**src/rtl/pt_walk_pkg.sv**
```systemverilog
package pt_walk_pkg;
  localparam int unsigned ENT_W  = 32;
  localparam int unsigned OFS_W  = 12;
  localparam int unsigned IDX_W  = 10;
  localparam int unsigned FRM_W  = ENT_W - OFS_W;
  localparam int unsigned LFRM_W = ENT_W - OFS_W - IDX_W;
  localparam int unsigned ESZ_W  = OFS_W - IDX_W;
  localparam int unsigned ATTR_W = 9;
  localparam int unsigned CODE_W = 5;

  localparam int unsigned BIT_P  = 0;
  localparam int unsigned BIT_RW = 1;
  localparam int unsigned BIT_US = 2;
  localparam int unsigned BIT_A  = 5;
  localparam int unsigned BIT_D  = 6;
  localparam int unsigned BIT_PS = 7;

  localparam int unsigned CB_PROT = 0;
  localparam int unsigned CB_WR   = 1;
  localparam int unsigned CB_USR  = 2;

  typedef enum logic [1:0] {ACC_READ = 2'd0, ACC_WRITE = 2'd1, ACC_FETCH = 2'd2} acc_e;

  typedef enum logic [2:0] {
    S_IDLE, S_RD_DIR, S_RD_TBL, S_WR_DIR, S_WR_TBL, S_DONE
  } walk_st_e;

  typedef struct packed {
    logic us;
    logic rw;
    logic p;
  } flg_t;
endpackage

```
**src/rtl/pt_walk_perm.sv**
```systemverilog
module pt_walk_perm
  import pt_walk_pkg::*;
(
  input  flg_t              dir_i,
  input  flg_t              tbl_i,
  input  logic              two_lvl_i,
  input  logic              is_write_i,
  input  logic              is_user_i,
  output logic              fault_o,
  output logic [CODE_W-1:0] code_o
);
  logic np, u_ok, w_ok, prot;

  always_comb begin
    np   = !dir_i.p || (two_lvl_i && !tbl_i.p);
    u_ok = dir_i.us && (!two_lvl_i || tbl_i.us);
    w_ok = dir_i.rw && (!two_lvl_i || tbl_i.rw);
    // rw only matters in user mode
    prot = !np && is_user_i && (!u_ok || (is_write_i && !w_ok));
    fault_o = np || prot;
    code_o = '0;
    code_o[CB_PROT] = prot;
    code_o[CB_WR]   = is_write_i;
    code_o[CB_USR]  = is_user_i;
  end
endmodule

```
**src/rtl/pt_walk_mark.sv**
```systemverilog
module pt_walk_mark
  import pt_walk_pkg::*;
(
  input  logic [ENT_W-1:0] ent_i,
  input  logic             set_dirty_i,
  output logic [ENT_W-1:0] new_o,
  output logic             changed_o
);
  always_comb begin
    new_o = ent_i;
    new_o[BIT_A] = 1'b1;
    if (set_dirty_i) new_o[BIT_D] = 1'b1;
    changed_o = (new_o != ent_i);
  end
endmodule

```
**src/rtl/pt_walker.sv**
```systemverilog
module pt_walker
  import pt_walk_pkg::*;
(
  input  logic              clk_i,
  input  logic              rst_ni,
  input  logic              req_valid_i,
  input  logic [ENT_W-1:0]  req_vaddr_i,
  input  logic [1:0]        req_acc_i,
  input  logic              req_user_i,
  input  logic [FRM_W-1:0]  root_base_i,
  input  logic              large_en_i,
  output logic              busy_o,
  output logic              rsp_valid_o,
  output logic              rsp_fault_o,
  output logic [CODE_W-1:0] rsp_code_o,
  output logic [ENT_W-1:0]  rsp_paddr_o,
  output logic [ATTR_W-1:0] rsp_attr_o,
  output logic              mem_valid_o,
  output logic              mem_we_o,
  output logic [ENT_W-1:0]  mem_addr_o,
  output logic [ENT_W-1:0]  mem_wdata_o,
  input  logic              mem_ready_i,
  input  logic [ENT_W-1:0]  mem_rdata_i
);
  walk_st_e          st_q;
  logic [ENT_W-1:0]  va_q, dir_q, tbl_q;
  logic [FRM_W-1:0]  base_q;
  logic              wr_q, usr_q, lgen_q, large_q;
  logic              fault_q;
  logic [CODE_W-1:0] code_q;
  logic [ENT_W-1:0]  paddr_q;
  logic [ATTR_W-1:0] attr_q;

  logic [ENT_W-1:0]  dir_addr, tbl_addr;
  flg_t              chk_dir, chk_tbl;
  logic              chk_two, chk_fault;
  logic [CODE_W-1:0] chk_code;

  logic [ENT_W-1:0]  mk_in  [2];
  logic [ENT_W-1:0]  mk_out [2];
  logic [1:0]        mk_dty, mk_chg;

  assign dir_addr = {base_q, va_q[ENT_W-1 -: IDX_W], {ESZ_W{1'b0}}};
  assign tbl_addr = {dir_q[ENT_W-1 -: FRM_W], va_q[OFS_W+IDX_W-1 -: IDX_W], {ESZ_W{1'b0}}};

  // one checker: first-level entry from the bus or from the register
  always_comb begin
    chk_two = (st_q == S_RD_TBL);
    chk_dir = chk_two ? flg_t'(dir_q[2:0]) : flg_t'(mem_rdata_i[2:0]);
    chk_tbl = flg_t'(mem_rdata_i[2:0]);
  end

  pt_walk_perm u_perm (
    .dir_i      (chk_dir),
    .tbl_i      (chk_tbl),
    .two_lvl_i  (chk_two),
    .is_write_i (wr_q),
    .is_user_i  (usr_q),
    .fault_o    (chk_fault),
    .code_o     (chk_code)
  );

  assign mk_in[0] = dir_q;
  assign mk_in[1] = tbl_q;
  assign mk_dty   = {wr_q, wr_q & large_q};

  for (genvar g = 0; g < 2; g++) begin : g_mark
    pt_walk_mark u_mark (
      .ent_i       (mk_in[g]),
      .set_dirty_i (mk_dty[g]),
      .new_o       (mk_out[g]),
      .changed_o   (mk_chg[g])
    );
  end

  always_comb begin
    mem_valid_o = 1'b0;
    mem_we_o    = 1'b0;
    mem_addr_o  = dir_addr;
    mem_wdata_o = '0;
    unique case (st_q)
      S_RD_DIR: mem_valid_o = 1'b1;
      S_RD_TBL: begin mem_valid_o = 1'b1; mem_addr_o = tbl_addr; end
      S_WR_DIR: begin
        mem_valid_o = mk_chg[0]; mem_we_o = 1'b1; mem_wdata_o = mk_out[0];
      end
      S_WR_TBL: begin
        mem_valid_o = mk_chg[1]; mem_we_o = 1'b1;
        mem_addr_o = tbl_addr; mem_wdata_o = mk_out[1];
      end
      default: ;
    endcase
  end

  assign busy_o      = (st_q != S_IDLE);
  assign rsp_valid_o = (st_q == S_DONE);
  assign rsp_fault_o = fault_q;
  assign rsp_code_o  = code_q;
  assign rsp_paddr_o = paddr_q;
  assign rsp_attr_o  = attr_q;

  always_ff @(posedge clk_i or negedge rst_ni) begin
    if (!rst_ni) begin
      st_q <= S_IDLE;
      va_q <= '0; dir_q <= '0; tbl_q <= '0; base_q <= '0;
      wr_q <= 1'b0; usr_q <= 1'b0; lgen_q <= 1'b0; large_q <= 1'b0;
      fault_q <= 1'b0; code_q <= '0; paddr_q <= '0; attr_q <= '0;
    end else begin
      unique case (st_q)
        S_IDLE: if (req_valid_i) begin
          va_q   <= req_vaddr_i;
          wr_q   <= (req_acc_i == ACC_WRITE);
          usr_q  <= req_user_i;
          base_q <= root_base_i;
          lgen_q <= large_en_i;
          st_q   <= S_RD_DIR;
        end
        S_RD_DIR: if (mem_ready_i) begin
          dir_q <= mem_rdata_i;
          if (!mem_rdata_i[BIT_P] || (lgen_q && mem_rdata_i[BIT_PS] && chk_fault)) begin
            fault_q <= 1'b1; code_q <= chk_code; paddr_q <= '0; attr_q <= '0;
            st_q <= S_DONE;
          end else if (lgen_q && mem_rdata_i[BIT_PS]) begin
            large_q <= 1'b1;
            st_q    <= S_WR_DIR;
          end else begin
            large_q <= 1'b0;
            st_q    <= S_RD_TBL;
          end
        end
        S_RD_TBL: if (mem_ready_i) begin
          tbl_q <= mem_rdata_i;
          if (chk_fault) begin
            fault_q <= 1'b1; code_q <= chk_code; paddr_q <= '0; attr_q <= '0;
            st_q <= S_DONE;
          end else begin
            st_q <= S_WR_DIR;
          end
        end
        S_WR_DIR: if (!mk_chg[0] || mem_ready_i) begin
          if (large_q) begin
            fault_q <= 1'b0; code_q <= '0;
            paddr_q <= {dir_q[ENT_W-1 -: LFRM_W], va_q[OFS_W+IDX_W-1:0]};
            attr_q  <= mk_out[0][ATTR_W-1:0];
            st_q    <= S_DONE;
          end else begin
            st_q <= S_WR_TBL;
          end
        end
        S_WR_TBL: if (!mk_chg[1] || mem_ready_i) begin
          fault_q <= 1'b0; code_q <= '0;
          paddr_q <= {tbl_q[ENT_W-1 -: FRM_W], va_q[OFS_W-1:0]};
          attr_q  <= mk_out[1][ATTR_W-1:0];
          st_q    <= S_DONE;
        end
        S_DONE:  st_q <= S_IDLE;
        default: st_q <= S_IDLE;
      endcase
    end
  end
endmodule

```
**config.mk**
```make
export PLATFORM = sky130hd
export DESIGN_NAME = pt_walker
export DESIGN_NICKNAME = d
export VERILOG_FILES = /design/src/rtl/pt_walk_pkg.sv /design/src/rtl/pt_walk_perm.sv /design/src/rtl/pt_walk_mark.sv /design/src/rtl/pt_walker.sv
export SDC_FILE = /design/constraint.sdc
export NUM_CORES = 1
export LEC_CHECK = 0
export BUFFER_PORTS_ARGS = -buffer_cell sky130_fd_sc_hd__buf_2
export CAP_MARGIN = 20
export CORE_UTILIZATION = 45
export DETAILED_ROUTE_END_ITERATION = 7
export GPL_ROUTABILITY_DRIVEN = 0
export PLACE_DENSITY = 0.74
export SLEW_MARGIN = 10
export SYNTH_ARGS = -nofsm -noshare
export SYNTH_HDL_FRONTEND = slang
export SYNTH_SLANG_ARGS = --single-unit
```
**constraint.sdc**
```tcl
create_clock -name clk_i -period 2 [get_ports clk_i]
set_input_delay 0.3 -clock clk_i [delete_from_list [all_inputs] [get_ports clk_i]]
set_output_delay 0.3 -clock clk_i [all_outputs]
set_load 0.1 [all_outputs]
```
# Yosys cells after proc, flatten, opt, wreduce, memory -nomap -nowiden

Index checks and enable logic that the tools add are counted.

Order comparisons: 0
Add/sub/neg operators: 0
Reductions and logical operators: 36
Multiplexer cells: 50
Multiply operators: 0
Shift operators: 0
Bitwise gates (word level): 2
Equality and inequality tests: 16
Div/mod/pow operators: 0

Operators with widths:

| operator                                                               | count |
|---|---|
| 32-bit 2-to-1 mux                                                      | 8 |
| 32-bit case mux with 4 select lines                                    | 1 |
| 32-bit case mux with 2 select lines                                    | 1 |
| 9-bit 2-to-1 mux                                                       | 7 |
| 9-bit case mux with 4 select lines                                     | 1 |
| 5-bit 2-to-1 mux                                                       | 7 |
| 3-bit 2-to-1 mux                                                       | 8 |
| 5-bit case mux with 4 select lines                                     | 1 |
| 2-bit != test (second input constant)                                  | 8 |
| 3-bit case mux with 5 select lines                                     | 1 |
| 1-bit 2-to-1 mux                                                       | 13 |
| 1-bit logical AND                                                      | 8 |
| 1-bit logical NOT                                                      | 8 |
| 1-bit logical OR                                                       | 8 |
| 8-bit AND reduction                                                    | 1 |
| 3-bit by 2-bit equality test with 1-bit output (second input constant) | 2 |
| 3-bit equality test (second input constant)                            | 2 |
| 2-bit AND reduction                                                    | 3 |
| 2-bit OR reduction                                                     | 3 |
| 5-bit AND reduction                                                    | 1 |
| 2-bit != test                                                          | 2 |
| 1-bit case mux with 4 select lines                                     | 1 |
| 4-bit nonzero test                                                     | 1 |
| 3-bit by 1-bit equality test with 1-bit output (second input constant) | 1 |
| 7 further kinds                                                        | 7 |

Flip-flop bits (word level): 170
Bits in read-only memories: 0
Word-level logic and storage cells: 117
Memory bits (writable): 0
Latch bits: 0
Memories: 0
Output and inout port bits: 115

# Depth between registers and ports, before layout

Depth after elaboration: 14
Mapped depth: 8
Depth with buffers taken out: 6

# Modules after synthesis

A second synthesis with hierarchy kept.

Cells, all modules: 636
Area, all modules: 8289.2 um^2

By module, submodules not included:

| module       | cells each | times used | area an instance (um^2) |
|---|---|---|---|
| pt_walker    | 550        | 1          | 7683.6 |
| pt_walk_mark | 35         | 2          | 251.5 |
| pt_walk_perm | 16         | 1          | 102.6 |

# Worst setup path before layout

Ideal clock, no wire load.

Kind: register -> register
Start point: reg st_q[0]
End point: reg attr_q[6], in the netlist rsp_attr_o[6]
Path buffers: 1
Slack: -1.661 ns
Cell stages (with the launch flop): 7
Period minus slack after synthesis: 3.661 ns
Library setup time: 0.078 ns
Arrival time: 3.583 ns
Data required time: 1.922 ns
Cell sequence: dfrtp_1 buf_2 nand2_1 nor2_1 a21oi_1 o21ai_0 mux2_4

Word-level cells in the longest chain between the ends: 13
Elaborated cells between the ends (all ways): 33
Classes of those cells: 11 x eq/ne; 2 x mux; 20 x reduce/logical

RTL lines:

| item                                           | RTL line                               | source |
|---|---|---|
| from (decl)                                    | pt_walker.sv:25                        | `walk_st_e st_q;` |
| from (signal assigned)                         | pt_walker.sv:104                       | `st_q <= S_IDLE;` |
| from (signal assigned)                         | pt_walker.sv:116                       | `st_q <= S_RD_DIR;` |
| from (signal assigned)                         | pt_walker.sv:122                       | `st_q <= S_DONE;` |
| 3-bit by 2-bit equality test with 1-bit output | pt_walker.sv:48, pt_walker.sv:109      |  |
| 1-bit logical NOT                              | pt_walk_perm.sv:16, pt_walk_perm.sv:17 |  |
| 1-bit logical OR                               | pt_walk_perm.sv:17                     | `w_ok = dir_i.rw && (!two_lvl_i \|\| tbl_i.rw);` |
| 1-bit logical AND                              | pt_walk_perm.sv:17                     |  |
| 1-bit logical NOT                              | pt_walk_perm.sv:19                     | `prot = !np && is_user_i && (!u_ok \|\| (is_write_i && !w_ok));` |
| 1-bit logical AND                              | pt_walk_perm.sv:19                     |  |
| 1-bit logical OR                               | pt_walk_perm.sv:19                     |  |
| 1-bit logical AND                              | pt_walk_perm.sv:19                     |  |
| 1-bit logical OR                               | pt_walk_perm.sv:20                     | `fault_o = np \|\| prot;` |
| 1-bit logical AND                              | pt_walker.sv:120                       | `if (!mem_rdata_i[BIT_P] \|\| (lgen_q && mem_rdata_i[BIT_PS] && chk_fault)) begin` |
| 1-bit logical OR                               | pt_walker.sv:120                       |  |
| 2-bit != test (no source line)                 | -                                      |  |
| 8-bit AND reduction (no source line)           | -                                      |  |
| to (signal assigned)                           | pt_walker.sv:144                       | `attr_q <= mk_out[0][ATTR_W-1:0];` |
| to (signal assigned)                           | pt_walker.sv:153                       | `attr_q <= mk_out[1][ATTR_W-1:0];` |
| to (decl)                                      | pt_walker.sv:32                        | `logic [ATTR_W-1:0] attr_q;` |

Parallel ways exist; a longest one is shown, timed or not.
A chain may end at the register's enable or synchronous reset.

# Worst setup path in the final report

Start point: reg st_q[2]
End point: reg code_q[0], in the netlist rsp_code_o[0]

Word-level cells in the longest chain between the ends: 13
Elaborated cells between the ends (all ways): 37
Classes of those cells: 11 x eq/ne; 6 x mux; 20 x reduce/logical

RTL lines:

| item                                           | RTL line                               | source |
|---|---|---|
| 3-bit by 2-bit equality test with 1-bit output | pt_walker.sv:48, pt_walker.sv:109      |  |
| 1-bit logical NOT                              | pt_walk_perm.sv:16, pt_walk_perm.sv:17 |  |
| 1-bit logical OR                               | pt_walk_perm.sv:17                     |  |
| 1-bit logical AND                              | pt_walk_perm.sv:17                     |  |
| 1-bit logical NOT                              | pt_walk_perm.sv:19                     |  |
| 1-bit logical AND                              | pt_walk_perm.sv:19                     |  |
| 1-bit logical OR                               | pt_walk_perm.sv:19                     |  |
| 1-bit logical AND                              | pt_walk_perm.sv:19                     |  |
| 1-bit logical OR                               | pt_walk_perm.sv:20                     |  |
| 1-bit logical AND                              | pt_walker.sv:120                       |  |
| 1-bit logical OR                               | pt_walker.sv:120                       |  |
| 2-bit != test (no source line)                 | -                                      |  |
| 8-bit AND reduction (no source line)           | -                                      |  |
| to (signal assigned)                           | pt_walker.sv:121                       | `fault_q <= 1'b1; code_q <= chk_code; paddr_q <= '0; attr_q <= '0;` |
| to (signal assigned)                           | pt_walker.sv:134                       | `fault_q <= 1'b1; code_q <= chk_code; paddr_q <= '0; attr_q <= '0;` |
| to (signal assigned)                           | pt_walker.sv:142                       | `fault_q <= 1'b0; code_q <= '0;` |
| to (decl)                                      | pt_walker.sv:30                        | `logic [CODE_W-1:0] code_q;` |

Parallel ways exist; a longest one is shown, timed or not. The select of a mux whose other input is x is not followed.

==> out/qor.yml <==
die_h_um: 131
vias: 5962
antenna_left: 0
yosys.area.top_type: "dfrtp_1"
met2_length_um: 13200
wl_um: 25900
route.detailed.drc: 0
drtPass1Iterations: 6
rsz0062_at_grt: "true"
yosysTopAreaCellShare_pct: 55.8
synth_area_leaders: "dfrtp_1, mux2_2, mux2_4, a22o_1, mux2i_1"
crit_chain: "buf_4 > or4b_4 > a21oi_4 > buf_6 > buf_4 > buf_4 > buf_4 > buf_4 > buf_4 > buf_4 > a21oi_2 > nor3_2 > mux2_4"
synth_cells: 534
hp-class: "in2reg"
hold_viol_final: 0
cap_viol_max_count: 0
netlist_area_mm2: 0.00754
fin_skew_ns: 0.0184
status: "complete, but fails checks"
ys_ff_latch: 168
reg2reg_to: "rsp_code_o[0]"
cpPeakStageDelay_ns: 0.52
yosysMostFrequentCell: "dfrtp_1"
antenna_cells: 0
wl_per_cell_um: 24.4
setup_violations: 194
hpwl_um: 13800
max-clock-path-buffers: 2
core_mm2: 0.0161
clk_latency_ns: 0.45
crit_start: "st_q[2]"
regArea_mm2: 0.00421
nFillCells: 847
top_layer: "met4"
grt_max_degree: 56
root_buffer: "clkbuf_16"
ys.warnings.count: 0
synth_top_cells_by_count: "dfrtp_1, mux2_2, a22o_1, mux2_4"
grt_overflow: 0
clock-sinks: 168
drt_iter0_markers: 401
ff2ff_path_depth: 13
final_nets: 924
first_global_vias: 6235
wl_met1_um: 10400
async_reset_ff_share_pct: 100
timing.fmax_mhz: 412
drive_gt1_share_pct: 69.5
hold_depth: 2
crit_buf_inv: 8
synth_edf_count: 0
crit_type: "reg2reg"
cts_tree: "done"
period_needed_ns: 2.43
timing.hold.ws_ns: 0.0896
startpoint_type: "flip-flop"
path_max_fanout: 4
wl_met3_um: 1610
antenna_found_initial: 0
tightest_slew_ns: 0.539
cts.htree.levels: 4
cp.depth: 13
areaGrowthSynthToFinish_pct: 66.2
report.final.slew_viol_count: 0
cp.arrival_ns: 2.81
grt_pass1_wl_um: 35900
fin_crit_sh_pct: 121
synth_cell_types: 45
groute.usage.overall_pct: 27.4
syn_area_per_cell_um2: 14.1
min_from: "req_vaddr_i[4]"
cp.required_ns: 2.38
numCtsBuffers: 17
synth_flop_cell: "dfrtp_1"
viasPerCell: 5.62
crit_family: "buffers and inverters"
min_to: "va_q[4]"
slowest_stage: "or4b_4"
crit_path_frequent_cell: "buf_4"
setup_ws_ns: -0.429
relSlewSlack_pct: 64.1
endpoint_kind: "flip-flop"
r2r-start: "st_q[2]"
yosysSeqAreaShare_pct: 55.8
rows: 46
r2r_slack_ns: -0.43
io_pins: 207
port_buffers: 202
die_w_um: 131
multi_input_area_mm2: 0.00389
violations: "setup timing"
initial_utilization_pct: 46.8
die-area_mm2: 0.0173
path_clk_slew_ns: 0.08
==> logic make-up (layout without fill, tap and decap cells) <==
logic type	count (synthesis)	count (layout)	share of synthesized area, %
AO/OA/AOI/OAI	70	70	7.24
XOR/XNOR	1	1	0.116
buffers and inverters	56	364	3.72
flip-flops	168	168	55.8
multiplexers	193	193	30.0
other	1	4	0.0498
AND/OR/NAND/NOR	45	45	3.14
==> cells in the final DEF (no fill, tap or decap), types with 2 or more instances in the layout <==
cell type,netlist,layout
mux2i_2,0,2
nor2_1,9,4
buf_6,4,21
nand2_1,18,17
nor2_4,0,5
clkbuf_16,0,23
conb_1,1,4
buf_2,17,135
inv_6,0,3
inv_1,18,18
buf_8,0,3
a21oi_2,1,2
clkinvlp_4,0,3
mux2_4,27,116
a22o_1,40,10
buf_16,0,12
mux2_2,148,60
o21ai_4,0,3
buf_12,0,83
nor3_2,0,2
clkinv_4,0,2
a22o_4,0,30
mux2i_1,13,11
o21ai_2,0,3
a211oi_2,0,2
buf_4,5,52
a21oi_4,0,2
dfrtp_1,168,167
o21ai_0,8,4
mux2_1,5,4
inv_8,0,4
a21oi_1,5,2
a31oi_1,2,2
nand2b_1,3,2
==> worst reg2reg max path: stages, from the launching register on <==
cell and delay [ns]:
dfrtp_1 0.41, buf_4 0.16, or4b_4 0.52, a21oi_4 0.17, buf_6 0.11, buf_4 0.09
buf_4 0.09, buf_4 0.09, buf_4 0.09, buf_4 0.09, buf_4 0.10, a21oi_2 0.04
nor3_2 0.21, mux2_4 0.19
==> through the flow <==
step                      instance area (um2)  utilization (%)  instances  worst slack, ns  setup TNS, ns
after floorplan                          7750                -        537          -0.0522          -2.92
after global placement                  10300             63.6        965         -0.00819        -0.0258
after detailed placement                10300             63.6        965           -0.130          -1.08
after CTS                               11800             73.5       1038           -0.381         -29.40
after global routing                    12500             77.7       1061           -0.446         -50.41
final                                   12500             77.7       1061           -0.429         -44.52
==> registers in the layout, summed over array words and instances, names as in the netlist <==
name         count
base_q          20
dir_q           32
large_q          1
lgen_q           1
rsp_attr_o       9
rsp_code_o       3
rsp_fault_o      1
rsp_paddr_o     32
st_q             3
tbl_q           32
usr_q            1
va_q            32
wr_q             1
==> worst max path at each step <==
stage,endpoint
6_report,rsp_code_o[0]
5_1_grt,rsp_code_o[0]
4_1_cts,mem_addr_o[10]
3_5_place_dp,st_q[0]
3_3_place_gp,rsp_attr_o[8]
2_1_floorplan,mem_wdata_o[12]
==> routing by layer <==
metal  GRT usage [%]  up-vias
met4            8.53        0
met3            7.06       55
met1            33.9     3113
met5               0        -
met2            46.9      277
li1                -     2517
==> repair_timing <==
action | CTS | global route
setup endpoints to repair | 104 | 190
gates resized for setup | 94 | 103
gates cloned | 11 | 9
buffers inserted | 30 | 14
hold buffers | 1 | 0
pin swaps | 22 | 28
endpoints found under the hold margin | 50 | 0
==> final cells by class <==
type,instances,area share [%]
Sequential cell,168,33.6
Multi-Input combinational cell,313,31.0
Timing Repair Buffer,313,27.9
Clock buffer,17,3.40
Tap cell,216,2.16
Clock inverter,15,1.30
Inverter,19,0.589
Power is not shown: default switching activity piles up to over one toggle a cycle in this logic, so the estimate is an artifact.
